===== src/rtl/bxh_pkg.sv =====
package bxh_pkg;
  typedef enum logic [2:0] {
    PK_INSTR  = 3'd0,
    PK_DREAD  = 3'd1,
    PK_DWRITE = 3'd2,
    PK_DMA    = 3'd3,
    PK_PERIPH = 3'd4
  } port_kind_e;

  localparam logic [1:0] TRANS_IDLE   = 2'b00;
  localparam logic [1:0] TRANS_BUSY   = 2'b01;
  localparam logic [1:0] TRANS_NONSEQ = 2'b10;
  localparam logic [1:0] TRANS_SEQ    = 2'b11;
endpackage


===== src/rtl/bxh_capture.sv =====
module bxh_capture #(
  parameter bxh_pkg::port_kind_e PORT_KIND = bxh_pkg::PK_DWRITE,
  parameter int STRB_W  = 8,
  parameter int SIDE_W  = 4,
  parameter int ENTRY_W = STRB_W + SIDE_W + 2
) (
  input  logic [1:0]         htrans,
  input  logic               hready,
  input  logic [STRB_W-1:0]  hstrb,
  input  logic               hunalign,
  input  logic [SIDE_W-1:0]  hside,
  input  logic               wback,
  output logic               cap,
  output logic [ENTRY_W-1:0] entry
);
  localparam int HALF_STRB = STRB_W / 2;

  logic [STRB_W-1:0] strb_mask;
  logic              wb_keep;

  generate
    if (PORT_KIND == bxh_pkg::PK_PERIPH) begin : g_per_mask
      assign strb_mask = {{(STRB_W-HALF_STRB){1'b0}}, {HALF_STRB{1'b1}}};
    end else begin : g_full_mask
      assign strb_mask = {STRB_W{1'b1}};
    end
    if (PORT_KIND == bxh_pkg::PK_DWRITE) begin : g_wb
      assign wb_keep = 1'b1;
    end else begin : g_no_wb
      assign wb_keep = 1'b0;
    end
  endgenerate

  always_comb begin
    cap   = hready && (htrans == bxh_pkg::TRANS_NONSEQ);
    entry = {wback & wb_keep, hside, hunalign, hstrb & strb_mask};
  end
endmodule


===== src/rtl/bxh_shift_hist.sv =====
module bxh_shift_hist #(
  parameter int DEPTH   = 3,
  parameter int ENTRY_W = 14
) (
  input  logic                          clk,
  input  logic                          rst,
  input  logic                          cap,
  input  logic [ENTRY_W-1:0]            entry_in,
  output logic [DEPTH-1:0][ENTRY_W-1:0] hist
);
  always_ff @(posedge clk) begin
    if (rst) begin
      hist[0] <= '0;
    end else if (cap) begin
      hist[0] <= entry_in;
    end
  end

  generate
    for (genvar i = 1; i < DEPTH; i++) begin : g_stage
      always_ff @(posedge clk) begin
        if (rst) begin
          hist[i] <= '0;
        end else if (cap) begin
          hist[i] <= hist[i-1];
        end
      end
    end
  endgenerate

  assert_hold_R1: assert property (@(posedge clk) disable iff (rst)
    !cap |=> $stable(hist));
  assert_newest_R2: assert property (@(posedge clk) disable iff (rst)
    cap |=> hist[0] == $past(entry_in));
  assert_shift_R2: assert property (@(posedge clk) disable iff (rst)
    cap |=> hist[1] == $past(hist[0]));
  assert_clear_R8: assert property (@(posedge clk)
    $past(rst) |-> hist == '0);
endmodule


===== src/rtl/bxh_read_port.sv =====
module bxh_read_port #(
  parameter int DEPTH   = 3,
  parameter int ENTRY_W = 14,
  parameter int DATA_W  = 32,
  parameter int ADDR_W  = 4
) (
  input  logic                          clk,
  input  logic                          rst,
  input  logic                          rd_en,
  input  logic [ADDR_W-1:0]             rd_addr,
  input  logic [DEPTH-1:0][ENTRY_W-1:0] hist,
  output logic [DATA_W-1:0]             rd_data
);
  localparam int IDX_W = ADDR_W - 2;

  logic [IDX_W-1:0]  idx;
  logic [DATA_W-1:0] sel_word;

  always_comb begin
    idx      = rd_addr[ADDR_W-1:2];
    sel_word = '0;
    for (int i = 0; i < DEPTH; i++) begin
      if (idx == IDX_W'(i)) sel_word = {{(DATA_W-ENTRY_W){1'b0}}, hist[i]};
    end
  end

  always_ff @(posedge clk) begin
    if (rst) begin
      rd_data <= '0;
    end else if (rd_en) begin
      rd_data <= sel_word;
    end
  end

  assert_upper_zero_R4: assert property (@(posedge clk) disable iff (rst)
    rd_data[DATA_W-1:ENTRY_W] == '0);
  assert_rd_hold_R7: assert property (@(posedge clk) disable iff (rst)
    !rd_en |=> $stable(rd_data));
  assert_rd_first_R7: assert property (@(posedge clk) disable iff (rst)
    (rd_en && rd_addr[ADDR_W-1:2] == '0) |=> rd_data[ENTRY_W-1:0] == $past(hist[0]));
endmodule


===== src/rtl/bus_xfer_history.sv =====
module bus_xfer_history #(
  parameter bxh_pkg::port_kind_e PORT_KIND = bxh_pkg::PK_DWRITE,
  parameter int DEPTH  = 3,
  parameter int STRB_W = 8,
  parameter int SIDE_W = 4,
  parameter int DATA_W = 32,
  parameter int ADDR_W = 4
) (
  input  logic              clk,
  input  logic              rst,
  input  logic [1:0]        obs_htrans,
  input  logic              obs_hready,
  input  logic [STRB_W-1:0] obs_hstrb,
  input  logic              obs_hunalign,
  input  logic [SIDE_W-1:0] obs_hside,
  input  logic              obs_wback,
  input  logic              rd_en,
  input  logic [ADDR_W-1:0] rd_addr,
  output logic [DATA_W-1:0] rd_data
);
  localparam int ENTRY_W = STRB_W + SIDE_W + 2;

  logic                          cap;
  logic [ENTRY_W-1:0]            entry;
  logic [DEPTH-1:0][ENTRY_W-1:0] hist;

  bxh_capture #(
    .PORT_KIND(PORT_KIND), .STRB_W(STRB_W), .SIDE_W(SIDE_W), .ENTRY_W(ENTRY_W)
  ) capture_i (
    .htrans(obs_htrans), .hready(obs_hready), .hstrb(obs_hstrb),
    .hunalign(obs_hunalign), .hside(obs_hside), .wback(obs_wback),
    .cap(cap), .entry(entry)
  );

  bxh_shift_hist #(.DEPTH(DEPTH), .ENTRY_W(ENTRY_W)) hist_i (
    .clk(clk), .rst(rst), .cap(cap), .entry_in(entry), .hist(hist)
  );

  bxh_read_port #(
    .DEPTH(DEPTH), .ENTRY_W(ENTRY_W), .DATA_W(DATA_W), .ADDR_W(ADDR_W)
  ) read_i (
    .clk(clk), .rst(rst), .rd_en(rd_en), .rd_addr(rd_addr),
    .hist(hist), .rd_data(rd_data)
  );

  generate
    if (PORT_KIND == bxh_pkg::PK_PERIPH) begin : g_chk_per
      assert_per_strb_R6: assert property (@(posedge clk) disable iff (rst)
        rd_data[STRB_W-1:STRB_W/2] == '0);
    end
    if (PORT_KIND != bxh_pkg::PK_DWRITE) begin : g_chk_wb
      assert_no_wb_R5: assert property (@(posedge clk) disable iff (rst)
        rd_data[ENTRY_W-1] == 1'b0);
    end
  endgenerate
endmodule


===== config.mk =====
export PLATFORM = sky130hd
export DESIGN_NAME = bus_xfer_history
export DESIGN_NICKNAME = d
export VERILOG_FILES = /design/src/rtl/bxh_pkg.sv /design/src/rtl/bxh_capture.sv /design/src/rtl/bxh_shift_hist.sv /design/src/rtl/bxh_read_port.sv /design/src/rtl/bus_xfer_history.sv
export SDC_FILE = /design/constraint.sdc
export NUM_CORES = 1
export LEC_CHECK = 0
export ABC_CLOCK_PERIOD_IN_PS = 2900
export BUFFER_PORTS_ARGS = -buffer_cell sky130_fd_sc_hd__buf_2
export CAP_MARGIN = 20
export CORE_MARGIN = 2
export CORE_UTILIZATION = 58
export CTS_CLUSTER_DIAMETER = 60
export DETAILED_ROUTE_END_ITERATION = 10
export PLACE_DENSITY = 0.8
export SYNTH_ARGS = -nofsm -noshare
export SYNTH_HDL_FRONTEND = slang
export SYNTH_HIERARCHICAL = 1
export SYNTH_SLANG_ARGS = --single-unit

===== constraint.sdc =====
create_clock -name clk -period 2.9 [get_ports clk]
set_input_delay 0.58 -clock clk [delete_from_list [all_inputs] [get_ports clk]]
set_output_delay 0.58 -clock clk [all_outputs]
set_load 0.01 [all_outputs]

Yosys cells after proc, flatten, opt, wreduce, memory -nomap -nowiden:

Index checks and enable logic that the tools add are counted.

* flip-flop bits (word level): 74
* logic and storage cells: 12
* input port bits: 24
* output and inout bits: 32

* equality and inequality tests: 3
* mux-type cells: 3
* reductions and logical operators: 2

Operators with widths (count)
* $mux W14: 3
* $eq A2 B2 Y1 const B: 2
* $eq A2 B1 Y1 const B: 1
* $logic_not A2 Y1: 1
* $logic_and A1 B1 Y1: 1

Depth between registers and ports, before layout:

Gate-level depths: netlist of run 1.

* word-level depth: 4
* gate-level depth with buffers: 5
* depth with buffers taken out: 3

Cells and area by module:

The synthesis of run 1 kept the hierarchy.

Modules (own cells, without submodules)
* bxh_shift_hist: cells each 136, times used 1, sequential area each 840.8 um^2, area each 1534.0 um^2
* bxh_read_port: cells each 112, times used 1, sequential area each 280.3 um^2, area each 1012.2 um^2
* bxh_capture: cells each 15, times used 1, sequential area each 0.0 um^2, area each 113.9 um^2

Least setup slack after synthesis of run 1:

OpenSTA, ideal clock, no wires.

* kind: input to register
* start: input rd_addr[2]
* end: register read_i.rd_data[0]
* required time: 2811 ps
* path slack: 1452 ps
* path buffers: 2
* setup time: 89 ps
* arrival: 1360 ps
* cell stages on the path: 5
* cells stage by stage: buf_6 buf_12 mux2i_1 or2_1 a311oi_2

* longest elaborated chain between the ends: 4
* elaborated cells between the ends (all ways): 6
* those cells by class: eq/ne (2); mux (3); reduce/logical (1)

Ends and longest elaborated chain
* from (decl): line bus_xfer_history.sv:18 `input logic [ADDR_W-1:0] rd_addr,`
* $logic_not A2 Y1: line bxh_read_port.sv:23 `if (idx == IDX_W'(i)) sel_word = {{(DATA_W-ENTRY_W){1'b0}}, hist[i]};`
* $mux W14 (2 in a row): line bxh_read_port.sv:23
* $mux W14 (*): line bxh_read_port.sv:23
* to (signal assigned): line bxh_read_port.sv:31 `rd_data <= sel_word;`
* to (decl): line bxh_read_port.sv:12 `output logic [DATA_W-1:0] rd_data`

Every way passes the cells marked *; elsewhere a longest branch is shown, timed or not.
A chain may end at the register's enable or synchronous reset.

Worst setup path after layout of run 1:

* start: input obs_htrans[0]
* end: register hist_i/hist[33] in the netlist's numbering

* longest elaborated chain between the ends: 2

Ends and longest elaborated chain
* from (decl): line bus_xfer_history.sv:11 `input logic [1:0] obs_htrans,`
* $eq A2 B2 Y1: line bxh_capture.sv:35 `cap = hready && (htrans == bxh_pkg::TRANS_NONSEQ);`
* $logic_and A1 B1 Y1: line bxh_capture.sv:35
* net cap: line bus_xfer_history.sv:23 `logic cap;`
* to (signal, indexed assignment): line bxh_shift_hist.sv:25 `hist[i] <= hist[i-1];`
* to (decl): line bxh_shift_hist.sv:9 `output logic [DEPTH-1:0][ENTRY_W-1:0] hist`

The timed path passes the listed nets, and every way through them passes these cells.

==> results.yml, run 1 <==
placement:
  gp_congestion: 0.682
  dpl_cell_area_mm2: 0.00258
  dp_hpwl_um: 2750
  portBuffers: 35
  pre_cts_slack_ps: 943
global_route:
  grt_pass1_wl_um: 7080
  grt_max_degree: 39
  antenna_found_initial: 0
  grt-ovfl-total: 0
  track_usage: 0.172
  first_global_vias: 1538
layout:
  final_layout_size_suffix_gt1_frac: 0.204
  syn2layout_area_growth_pct: 0.894
  fin_nets: 298
  multi_input_area_mm2: 0.00119
  design_area_mm2: 0.00268
  seq_area_mm2: 0.00112
  diodes: 0
  num-fill-cells: 383
  layout_common_cells: "56 x mux2i_1, 56 x nor2_1, 56 x dfxtp_1"
timing:
  finalSetupViolCount: 0
  slew_viol_final: 0
  grt_setup_unrepaired: "no"
  post-route-period-util: 0.563
  final.setup.worst_slack_ps: 1270
  max_freq_mhz: 612
  min_period_ps: 1630
  fin_tns_setup_ps: 0
  clock_skew_ps: 7.34
  whs_ps: 483
  tightest_slew_ps: 592
  relSlewSlack: 0.605
  hold_viol: 0
clocking:
  cts_tree: "done"
  clkLatencyLatePin_ps: 300
  cts.sinks: 56
  cts_made_buffers: 5
  htree_levels: 2
  postCtsSetupRepairBufs: 0
  clockRootBuffer: "clkbuf_8"
  clk_pin_slew_ps: 90
  cts_resized: 0
  ctsHoldBuffers: 0
  clk_path_buf_depth: 2
floorplanning:
  die-area_mm2: 0.00514
  num_io_pins: 56
  dieHeight_um: 71.7
  die_w_um: 71.7
  start_util: 0.607
  coreArea_mm2: 0.00438
  rows: 24
worst_setup_path:
  worstPathCellList: "buf_2 > and3b_2 > buf_12 > mux2i_1 > nor2_1"
  cp_num_buf_inv: 2
  cp_top_family: "simple AND/OR/NAND/NOR gates"
  worstPathRequired_ps: 3080
  endpoint_kind: "flop"
  slowest_delay_ps: 560
  crit_type: "input pin to flop"
  startpoint_type: "input pin"
  critPathArrivalTime_ps: 1810
  cpMaxStageDelayCell: "and3b_2"
  worstPathMaxFanout: 27
route:
  drtAntennaViolNets: 0
  wl_per_cell_um: 12.6
  firstDrtPassIters: 4
  routed_wl_um: 4140
  vias: 1652
  viasPerCell: 5.05
  drc: 0
  first_iter_violations: 86
logic_synthesis:
  synth_seq_cells: 56
  synth_cell_type_count: 17
  yosys_warnings: 6
  syn_area_mm2: 0.00266
  synth_cells: 263
  synth.avg_cell_area_um2: 10.1
  synth_seq_area_share: 0.421
run:
  maxCapViolCount: 0
power:
  power.total_uw: 1420
  p_leak_uw: 0.00105
  power_density_mw_per_mm2: 528
  ir_worst_vdd_v: 0.000531
status:
  status: "finished clean"
min_path:
  min_path_type: "flop to flop"
layout make-up:
cell class	count	share of cell area
clock inverter	2	0.0131
multi-input combinational	174	0.442
tap	52	0.0242
sequential	56	0.418
timing repair buffer	37	0.0755
clock buffer	6	0.0270
where the power goes:
part	switching, uW	total (uW)	internal (uW)
sequential	11.2	798	786
clock	232	489	256
combinational	78.4	130	51.8
total	322	1420	1090
per-layer routing:
layer / vias up / share of wire / track usage / wire (um)
met5: - / 0 / 0 / 0
met4: 0 / 0.011 / 0.0440 / 45
met3: 5 / 0.047 / 0.0492 / 195
met2: 35 / 0.45 / 0.272 / 1870
met1: 760 / 0.49 / 0.234 / 2030
li1: 852 / - / - / -
final timing paths:
kind	start	endpoint	slack, ps	depth (start not counted)
max	obs_htrans[0]	hist_i/hist[33]	1270	5
min	hist_i/hist[38]	read_i/rd_data[10]	480	2
max reg2reg	hist_i/hist[12]	read_i/rd_data[12]	1880	3
min reg2reg	hist_i/hist[38]	read_i/rd_data[10]	480	2
worst register-to-register path: stages (launching register included):
cell      delay (ps)
dfxtp_1          400
mux2i_1           90
or2_1            230
a311oi_2         220
flip-flops by register name (all words and copies together) (netlist names):
signal / cells
hist_i/hist: 42
read_i/rd_data: 14
cells by family (layout without fill, tap and decap cells):
group | after synthesis | after routing | synth area share
AO/OA/AOI/OAI | 14 | 14 | 0.0696
buffers and inverters | 50 | 45 | 0.157
flip-flops | 56 | 56 | 0.421
multiplexers | 56 | 56 | 0.211
other | 1 | 18 | 0.00141
AND/OR/NAND/NOR | 86 | 86 | 0.140
metrics by stage:
step	instances	utilization
final	327	0.612
after global routing	327	0.612
after CTS	327	0.612
after detailed placement	319	0.588
after global placement	319	0.588
after floorplan	280	-
cell usage after synthesis:
cell / count / area, um2
conb_1: 1 / 3.75
buf_6: 2 / 22.5
nor2_1: 56 / 210
buf_2: 7 / 35.0
buf_12: 5 / 100
a311oi_1: 4 / 35.0
and3b_1: 1 / 8.76
buf_1: 2 / 7.51
dfxtp_1: 56 / 1120
a311oi_2: 10 / 150
nor2b_4: 1 / 13.8
clkbuf_4: 1 / 7.51
nand2_1: 14 / 52.6
clkbuf_1: 1 / 3.75
buf_4: 32 / 240
or2_1: 14 / 87.6
mux2i_1: 56 / 561
Power figures use the tool's default switching activity.
==> run 2, diff against run 1 <==
--- a/config.mk
+++ b/config.mk
@@ -5,14 +5,14 @@
 export SDC_FILE = /design/constraint.sdc
 export NUM_CORES = 1
 export LEC_CHECK = 0
-export ABC_CLOCK_PERIOD_IN_PS = 2900
+export ABC_CLOCK_PERIOD_IN_PS = 1500
 export BUFFER_PORTS_ARGS = -buffer_cell sky130_fd_sc_hd__buf_2
 export CAP_MARGIN = 20
 export CORE_MARGIN = 2
-export CORE_UTILIZATION = 58
+export CORE_UTILIZATION = 49
 export CTS_CLUSTER_DIAMETER = 60
 export DETAILED_ROUTE_END_ITERATION = 10
-export PLACE_DENSITY = 0.8
+export PLACE_DENSITY = 0.72
 export SYNTH_ARGS = -nofsm -noshare
 export SYNTH_HDL_FRONTEND = slang
 export SYNTH_HIERARCHICAL = 1
==> constraint.sdc (replaced) <==
create_clock -name clk -period 1.5 [get_ports clk]
set_input_delay 0.3 -clock clk [delete_from_list [all_inputs] [get_ports clk]]
set_output_delay 0.3 -clock clk [all_outputs]
set_load 0.01 [all_outputs]
==> run 2 against run 1 <==
Effect of this change: highest routed layer unchanged; critical path type unchanged; sequential share of layout area down 1.2 points; final cell count up 7.0%; largest power group unchanged; die area rose by 17%; sequential cell count is the same; critical endpoint is now read_i/rd_data[1]; non-clock buffer count grew 5; global-route usage decreased by 3.0 points; combinational power up 110%.
==> results.yml, run 2 (synthesized netlist as in run 1, its figures left out) <==
status:
  status: "finished clean"
layout:
  largest-register: "hist_i/hist"
  design_area_mm2: 0.00277
  layout_common_cells: "56 x mux2i_1, 56 x nor2_1, 56 x dfxtp_1"
  stdcell_count: 350
  diodes: 0
  largest_register_ffs: 42
  largest_registers: "hist_i/hist (42), read_i/rd_data (14)"
  fin_nets: 303
  final_layout_size_suffix_gt1_frac: 0.221
  syn2layout_area_growth_pct: 4.00
power:
  power_density_mw_per_mm2: 947
  ir_worst_vdd_v: 0.000577
  p_leak_uw: 0.00107
  power.total_uw: 2620
clocking:
  htree_levels: 2
  clockRootBuffer: "clkbuf_8"
  postCtsSetupRepairBufs: 0
  ctsHoldBuffers: 0
  clk_pin_slew_ps: 100
  clkLatencyLatePin_ps: 300
  cts_resized: 0
  clk_path_buf_depth: 2
  cts.sinks: 56
  cts_tree: "done"
  cts_made_buffers: 5
floorplanning:
  num_io_pins: 56
  start_util: 0.514
  rows: 26
  coreArea_mm2: 0.00517
  dieHeight_um: 77.7
  die-area_mm2: 0.00603
  die_w_um: 77.7
route:
  routed_wl_um: 4210
  drtAntennaViolNets: 0
  viasPerCell: 4.76
  wl_per_cell_um: 12.0
  drc: 0
  firstDrtPassIters: 5
  first_iter_violations: 61
  vias: 1665
timing:
  hold_viol: 0
  fin_tns_setup_ps: 0
  slew_viol_final: 0
  min_period_ps: 1130
  clock_skew_ps: 7.71
  whs_ps: 231
  max_freq_mhz: 889
  grt_setup_unrepaired: "no"
  tightest_slew_ps: 505
  post-route-period-util: 0.750
  relSlewSlack: 0.664
  finalSetupViolCount: 0
worst_setup_path:
  endpoint_kind: "flop"
  startpoint_type: "input pin"
  critPathArrivalTime_ps: 1340
  crit_type: "input pin to flop"
  worstPathRequired_ps: 1720
  worstPathMaxFanout: 15
global_route:
  grt-ovfl-total: 0
  grt_pass1_wl_um: 6970
  grt_max_degree: 57
  antenna_found_initial: 0
  top_usage_layer: "met2"
  first_global_vias: 1510
  met1_usage: 0.198
  met3_usage: 0.0256
  track_usage: 0.142
  grt_use_met2: 0.224
min_path:
  min_path_type: "input pin to flop"
placement:
  dp_hpwl_um: 2810
  gp_congestion: 0.687
  dpl_cell_area_mm2: 0.00267
  portBuffers: 35
  dp.cells: 342
run:
  maxCapViolCount: 0
-- run 2: power breakdown --
group | leakage, uW | switching [uW] | internal (uW)
clock | 0.0000404 | 471 | 331
combinational | 0.000575 | 156 | 118
sequential | 0.000455 | 21.5 | 1520
-- run 2: path summary, 6_finish.rpt --
kind	start	endpoint	slack (ps)	cells after the start
max	rd_addr[2]	read_i/rd_data[1]	370	4
min	obs_hstrb[7]	hist_i/hist[7]	230	3
min reg2reg	hist_i/hist[38]	read_i/rd_data[10]	490	2
max reg2reg	hist_i/hist[3]	read_i/rd_data[3]	460	3
-- run 2: through the flow --
step           worst slack (ps)  utilization
2_1_floorplan               332            -
3_3_place_gp               87.0        0.517
3_5_place_dp               70.9        0.517
4_1_cts                     393        0.535
5_1_grt                     331        0.535
6_report                    375        0.535
-- run 2: metal layers --
metal | up-vias | share of wire
met5 | - | 0
met1 | 750 | 0.52
met3 | 2 | 0.044
met2 | 52 | 0.43
li1 | 861 | -
met4 | 0 | 0.0081
-- run 2: cell type report --
class,count,area (um2)
tap,70,87.6
multi-input combinational,174,1190
fill,456,2410
timing repair buffer,42,278
clock inverter,3,23.8
sequential,56,1120
clock buffer,5,68.8
-- run 2: critical path: stages --
cell and delay, ps:
buf_2 400, mux2i_1 160, or2_1 240, a311oi_2 230
